**src/rtl/isx_pkg.sv**
```systemverilog
package isx_pkg;
    typedef enum logic [0:0] {ST_IDLE = 1'b0, ST_RESP = 1'b1} isx_state_t;

    localparam int STAT_W   = 9;
    localparam int ISA_BIT  = 0;
    localparam int KEEP_LO  = 6;
    localparam logic [STAT_W-1:0] ISA_MASK = 9'b0_0000_0001;
    localparam logic [STAT_W-1:0] CLR_MASK = 9'b0_0011_1110;
endpackage

```
**src/rtl/isx_ip_calc.sv**
```systemverilog
module isx_ip_calc #(
    parameter int TGT_W   = 64,
    parameter int IP_W    = 32,
    parameter int WIN16_W = 16
) (
    input  logic [TGT_W-1:0] tgt,
    input  logic [IP_W-1:0]  base,
    input  logic [IP_W-1:0]  limit,
    output logic [IP_W-1:0]  ip,
    output logic             over_limit,
    output logic             out_win16
);
    always_comb begin
        ip         = tgt[IP_W-1:0] - base;
        over_limit = ip > limit;
        out_win16  = |ip[IP_W-1:WIN16_W];
    end
endmodule

```
**src/rtl/isx_fault_eval.sv**
```systemverilog
module isx_fault_eval #(
    parameter int PRED_W = 6
) (
    input  logic [PRED_W-1:0] qual_pred,
    input  logic              xfer_dis,
    input  logic              fp_dis,
    input  logic              seg_bad,
    output logic              illegal,
    output logic              xdis,
    output logic              gp,
    output logic              fpd,
    output logic              taken
);
    always_comb begin
        illegal = |qual_pred;
        xdis    = !illegal && xfer_dis;
        taken   = !illegal && !xfer_dis;
        gp      = taken && seg_bad;
        fpd     = taken && fp_dis;
    end

    // the two branch faults are mutually exclusive
    always_comb begin
        a_r5_branch_excl: assert ($onehot0({illegal, xdis}));
    end
endmodule

```
**src/rtl/isx_branch_check.sv**
```systemverilog
module isx_branch_check
    import isx_pkg::*;
#(
    parameter int PRED_W  = 6,
    parameter int TGT_W   = 64,
    parameter int IP_W    = 32,
    parameter int WIN16_W = 16
) (
    input  logic              clk,
    input  logic              rst_n,
    input  logic              req_valid,
    input  logic [PRED_W-1:0] qual_pred,
    input  logic [TGT_W-1:0]  tgt_reg,
    input  logic [IP_W-1:0]   seg_base,
    input  logic [IP_W-1:0]   seg_limit,
    input  logic              seg_16,
    input  logic              seg_priv_viol,
    input  logic              xfer_dis,
    input  logic              fp_dis,
    input  logic [STAT_W-1:0] stat_in,
    output logic              done,
    output logic              taken,
    output logic [IP_W-1:0]   new_ip,
    output logic [STAT_W-1:0] stat_out,
    output logic              flt_illegal,
    output logic              flt_xdis,
    output logic              flt_gp_tgt,
    output logic              flt_fp_tgt
);
    isx_state_t st_q, st_d;

    logic [IP_W-1:0]   ip_c;
    logic              over_c, win_c;
    logic              ill_c, xdis_c, gp_c, fpd_c, taken_c;
    logic [STAT_W-1:0] stat_c;
    logic              accept;

    logic [IP_W-1:0]   ip_q;
    logic [STAT_W-1:0] stat_q, stat_in_q;
    logic              ill_q, xdis_q, gp_q, fpd_q, taken_q;

    isx_ip_calc #(.TGT_W(TGT_W), .IP_W(IP_W), .WIN16_W(WIN16_W)) u_calc (
        .tgt        (tgt_reg),
        .base       (seg_base),
        .limit      (seg_limit),
        .ip         (ip_c),
        .over_limit (over_c),
        .out_win16  (win_c)
    );

    isx_fault_eval #(.PRED_W(PRED_W)) u_flt (
        .qual_pred (qual_pred),
        .xfer_dis  (xfer_dis),
        .fp_dis    (fp_dis),
        .seg_bad   (over_c || seg_priv_viol || (seg_16 && win_c)),
        .illegal   (ill_c),
        .xdis      (xdis_c),
        .gp        (gp_c),
        .fpd       (fpd_c),
        .taken     (taken_c)
    );

    assign accept = (st_q == ST_IDLE) && req_valid;
    assign stat_c = taken_c ? ((stat_in & ~CLR_MASK) | ISA_MASK) : stat_in;

    // state register
    always_ff @(posedge clk) begin
        if (!rst_n) st_q <= ST_IDLE;
        else        st_q <= st_d;
    end

    always_comb begin
        st_d = st_q;
        unique case (st_q)
            ST_IDLE: if (req_valid) st_d = ST_RESP;
            ST_RESP: st_d = ST_IDLE;
        endcase
    end

    // result capture
    always_ff @(posedge clk) begin
        if (!rst_n) begin
            ip_q      <= '0;
            stat_q    <= '0;
            stat_in_q <= '0;
            ill_q     <= 1'b0;
            xdis_q    <= 1'b0;
            gp_q      <= 1'b0;
            fpd_q     <= 1'b0;
            taken_q   <= 1'b0;
        end else if (accept) begin
            ip_q      <= taken_c ? ip_c : '0;
            stat_q    <= stat_c;
            stat_in_q <= stat_in;
            ill_q     <= ill_c;
            xdis_q    <= xdis_c;
            gp_q      <= gp_c;
            fpd_q     <= fpd_c;
            taken_q   <= taken_c;
        end
    end

    // outputs
    always_comb begin
        done        = (st_q == ST_RESP);
        taken       = taken_q;
        new_ip      = ip_q;
        stat_out    = stat_q;
        flt_illegal = ill_q;
        flt_xdis    = xdis_q;
        flt_gp_tgt  = gp_q;
        flt_fp_tgt  = fpd_q;
    end

    a_r2_done_single: assert property (@(posedge clk) disable iff (!rst_n)
        done |=> !done);
    a_r3_resp_returns: assert property (@(posedge clk) disable iff (!rst_n)
        (st_q == ST_RESP) |=> (st_q == ST_IDLE) && $stable(new_ip) && $stable(stat_out));
    a_r10_keep_bits: assert property (@(posedge clk) disable iff (!rst_n)
        done |-> stat_out[STAT_W-1:KEEP_LO] == stat_in_q[STAT_W-1:KEEP_LO]);
    a_r10_isa_set: assert property (@(posedge clk) disable iff (!rst_n)
        (done && taken) |-> stat_out[ISA_BIT] && ((stat_out & CLR_MASK) == '0));
    a_r11_no_deferred: assert property (@(posedge clk) disable iff (!rst_n)
        (done && (flt_illegal || flt_xdis)) |-> !flt_gp_tgt && !flt_fp_tgt && !taken);
    a_r4_no_xfer_status: assert property (@(posedge clk) disable iff (!rst_n)
        (done && !taken) |-> (stat_out == stat_in_q) && (new_ip == '0));
endmodule

```
**config.mk**
```make
export PLATFORM = sky130hd
export DESIGN_NAME = isx_branch_check
export DESIGN_NICKNAME = d
export VERILOG_FILES = /design/src/rtl/isx_pkg.sv /design/src/rtl/isx_ip_calc.sv /design/src/rtl/isx_fault_eval.sv /design/src/rtl/isx_branch_check.sv
export SDC_FILE = /design/constraint.sdc
export NUM_CORES = 1
export LEC_CHECK = 0
export ABC_AREA = 1
export BUFFER_PORTS_ARGS = -buffer_cell sky130_fd_sc_hd__buf_2
export CORE_MARGIN = 3
export CORE_UTILIZATION = 28
export CTS_CLUSTER_DIAMETER = 40
export DETAILED_ROUTE_END_ITERATION = 10
export PLACE_DENSITY = 0.54
export SLEW_MARGIN = 20
export SYNTH_ARGS = -nofsm -noshare
export SYNTH_HDL_FRONTEND = slang
export SYNTH_HIERARCHICAL = 1
export SYNTH_SLANG_ARGS = --single-unit
```
**constraint.sdc**
```tcl
create_clock -name clk -period 8.5 [get_ports clk]
set_clock_uncertainty 0.05 [all_clocks]
set_input_delay 2.125 -clock clk [delete_from_list [all_inputs] [get_ports clk]]
set_output_delay 2.125 -clock clk [all_outputs]
set_load 0.1 [all_outputs]
```
==> summary.txt <==
Final layout
  – Antenna diodes: 0
  – Layout cells sized above 1: 15.96%
  – P&R area growth vs syn: 21.16%
  – Nets: 1,442
  – Utilization after layout: 35.16%
  – Post-Layout Cell Count: 1,493

Floorplan
  – Die area: 22,330 um^2
  – Starting Density: 29.02%
  – Placeable Area: 19,850 um^2
  – Chip height: 149.4 um
  – Number of cell rows: 51
  – Die Wd: 149.4 um
  – I/O pins: 197

Pwr
  – Cell area power density: 134.2 nW/um^2
  – Worst IR Drop VDD: 70.10 uV
  – P_leak: 4.657 nW

Timing
  – Worst setup margin: 2.992 ns
  – Fin crit share: 64.79%
  – Max transition margin: 39.31%
  – RSZ-0062 raised after global routing: false
  – FMAX: 0.1816 GHz
  – Fin. max-slew vios: 0
  – Fin crit period: 5.508 ns
  – Final setup fails: 0
  – Slew @ Worst Pin: 0.9104 ns
  – Setup TNS: 0 ns
  – Worst hold slack: 0.4290 ns
  – Final Hold Viols: 0

Clock tree
  – TritonCTS clock tree: yes
  – CTS sink count: 47
  – CTS HTree Levels: 2
  – Post-CTS Setup Inserts: 0
  – Clock Latency Late Sink: 0.28 ns
  – CTS Root Cell: clkbuf_16
  – CTS clk-pin slew, worst paths: 0.06 ns
  – Total CTS buffers: 5
  – Max Root-Sink Buffers: 2
  – CTS hold repair buffers: 0
  – Post-CTS sizing: 0

Flow run
  – Max-cap violations: 0

Synth
  – Mapped Cells: 1,074
  – FF+latch count, synth: 47
  – Number of synthesized flops with an enable pin: 0
  – Syn_nets: 1,288
  – Main synth FF type: dfxtp_1
  – Post-synthesis sequential area ratio: 16.34%
  – Synth warn: 6
  – Post-synth top area share: 23.98%
  – Synth area leaders: nand2_1 24%, inv_1 18%, dfxtp_1 16%
  – Syn_area_per_cell: 5.362 um^2
  – Fraction of registers with async set/reset: 0%
  – Synth area leader: nand2_1
  – Synth cell types: 31
  – Mapped Area: 5759 um^2

Place
  – # port buffers: 164
  – DP Worst Slack: 2.635 ns
  – GP Congestion: 0.8809
  – Placed cell count: 1,486
  – Post-DP HPWL: 14.45 mm

Global routing
  – Initial antenna violation count: 0
  – Pin count of the biggest net entering global routing: 70
  – First-pass GRT wire length: 27.52 mm
  – Gr usage total: 15.09%
  – Vias in the first global route: 5,742
  – Grt total ovfl: 0

Setup path
  – Startpoint types: primary input
  – CP Max Fanout: 4
  – Slowest-stage cell, CP: fa_1
  – Critical path buffers and inverters: 8
  – Setup crit end kind: register
  – Crit path kind: in -> reg
  – Critical Path RT: 8.63 ns
  – Reg2reg path depth: 6
  – Critical Path AT: 5.64 ns
  – Crit path max-delay family: simple AND/OR/NAND/NOR gates
  – Worst stage delay on the critical path: 0.44 ns
  – WP depth: 30

Drt
  – Routed via count: 6,171
  – Routed wire length: 16.85 mm
  – WL/cell: 11.29 um
  – DRT antenna net count: 0
  – DRT Pass-1 Iters: 5
  – # DRC: 0
  – 1st-iter DRT viols: 275
  – Avg Vias per Cell: 4.133

Min path
  – Hold WC Path Type: reg -> reg
  – Hold Crit Depth: 2

Status
  – Outcome: finished clean
[cell usage after synthesis, drive strengths merged (2+ instances only)]
master / n
nand3b: 11
o21ai: 7
nand3: 42
ha: 63
nand2: 379
a21oi: 32
dfxtp: 47
nor3: 3
nor2: 154
inv: 278
buf: 18
xor2: 14
o21a: 3
nand4: 12
o21bai: 2
[worst paths after layout]
check,from,endpoint,slack [ns]
max,tgt_reg[0],flt_gp_tgt,2.99
min reg2reg,new_ip[20],new_ip[20],0.43
min,new_ip[20],new_ip[20],0.43
max reg2reg,done,new_ip[19],6.87
[state kept, by name (all words and copies together), names as in the netlist]
name	cells
taken	1
flt_fp_tgt	1
done	1
flt_xdis	1
flt_gp_tgt	1
stat_out	9
new_ip	32
flt_illegal	1
[worst register-to-register path, delay by kind of cell (launching register included)]
family                 cells  cell delay, ns
and+or+nand+nor            4            0.41
buffers and inverters      2            0.75
DFF                        1            0.32
[power by group]
group / internal [W] / switching, W / total, W
registers: 0.000235 / 0.00000650 / 0.000242
clock network: 0.000137 / 0.0000797 / 0.000217
logic: 0.000142 / 0.000336 / 0.000478
[layer usage]
layer  vias up  share of wire, %  global-route usage, %
li1       3438                 -                      -
met3        16               4.5                  1.272
met2       130                46                  26.11
met5         -                 0                      0
met4         0               1.4                  3.341
met1      2587                48                  20.49
[per-stage QoR]
step	area, um^2	power (W)
after CTS	6978	0.0009486
after global placement	6819	0.0007222
final	6978	0.0009364
after detailed placement	6819	0.0007255
after floorplan	5759	0.0006070
after global routing	6978	0.001018
[final cells by class]
type                            count  area [um^2]
Fill cell                        2329        12870
Sequential cell                    47        940.9
Clock buffer                        6        128.9
Tap cell                          265        331.6
Timing Repair Buffer              166        835.8
Inverter                          279         1047
Multi-Input combinational cell    729         3664
Clock inverter                      1        30.03
[cells in the final DEF, fill, tap and decap left out]
cell type	instances
a21o_1	1
a21oi_1	31
a21oi_2	1
a221o_1	1
and2_1	1
buf_2	164
buf_4	2
bufinv_16	1
clkbuf_1	1
clkbuf_16	5
clkinv_1	1
dfxtp_1	47
fa_1	1
ha_1	63
inv_1	277
inv_2	1
nand2_1	368
nand2_2	11
nand3_1	38
nand3_2	4
nand3b_1	11
nand4_1	12
nor2_1	147
nor2_2	7
nor3_1	3
nor3b_1	1
o21a_1	3
o21ai_0	7
o21bai_1	2
o221ai_1	1
or4_1	1
xor2_1	14
[cells by family (layout without fill, tap and decap cells)]
logic type               Yosys count  in the layout  share of synthesized area [%]
AND/OR/NAND/NOR                  604            604                          42.89
buffers and inverters            298            452                          20.05
adder cells (fa/ha/maj)           64             64                          14.03
AO/OA/AOI/OAI                     47             47                          4.562
flip-flops                        47             47                          16.34
XOR/XNOR                          14             14                          2.129
Note: power is estimated with default switching activity, not from simulation.
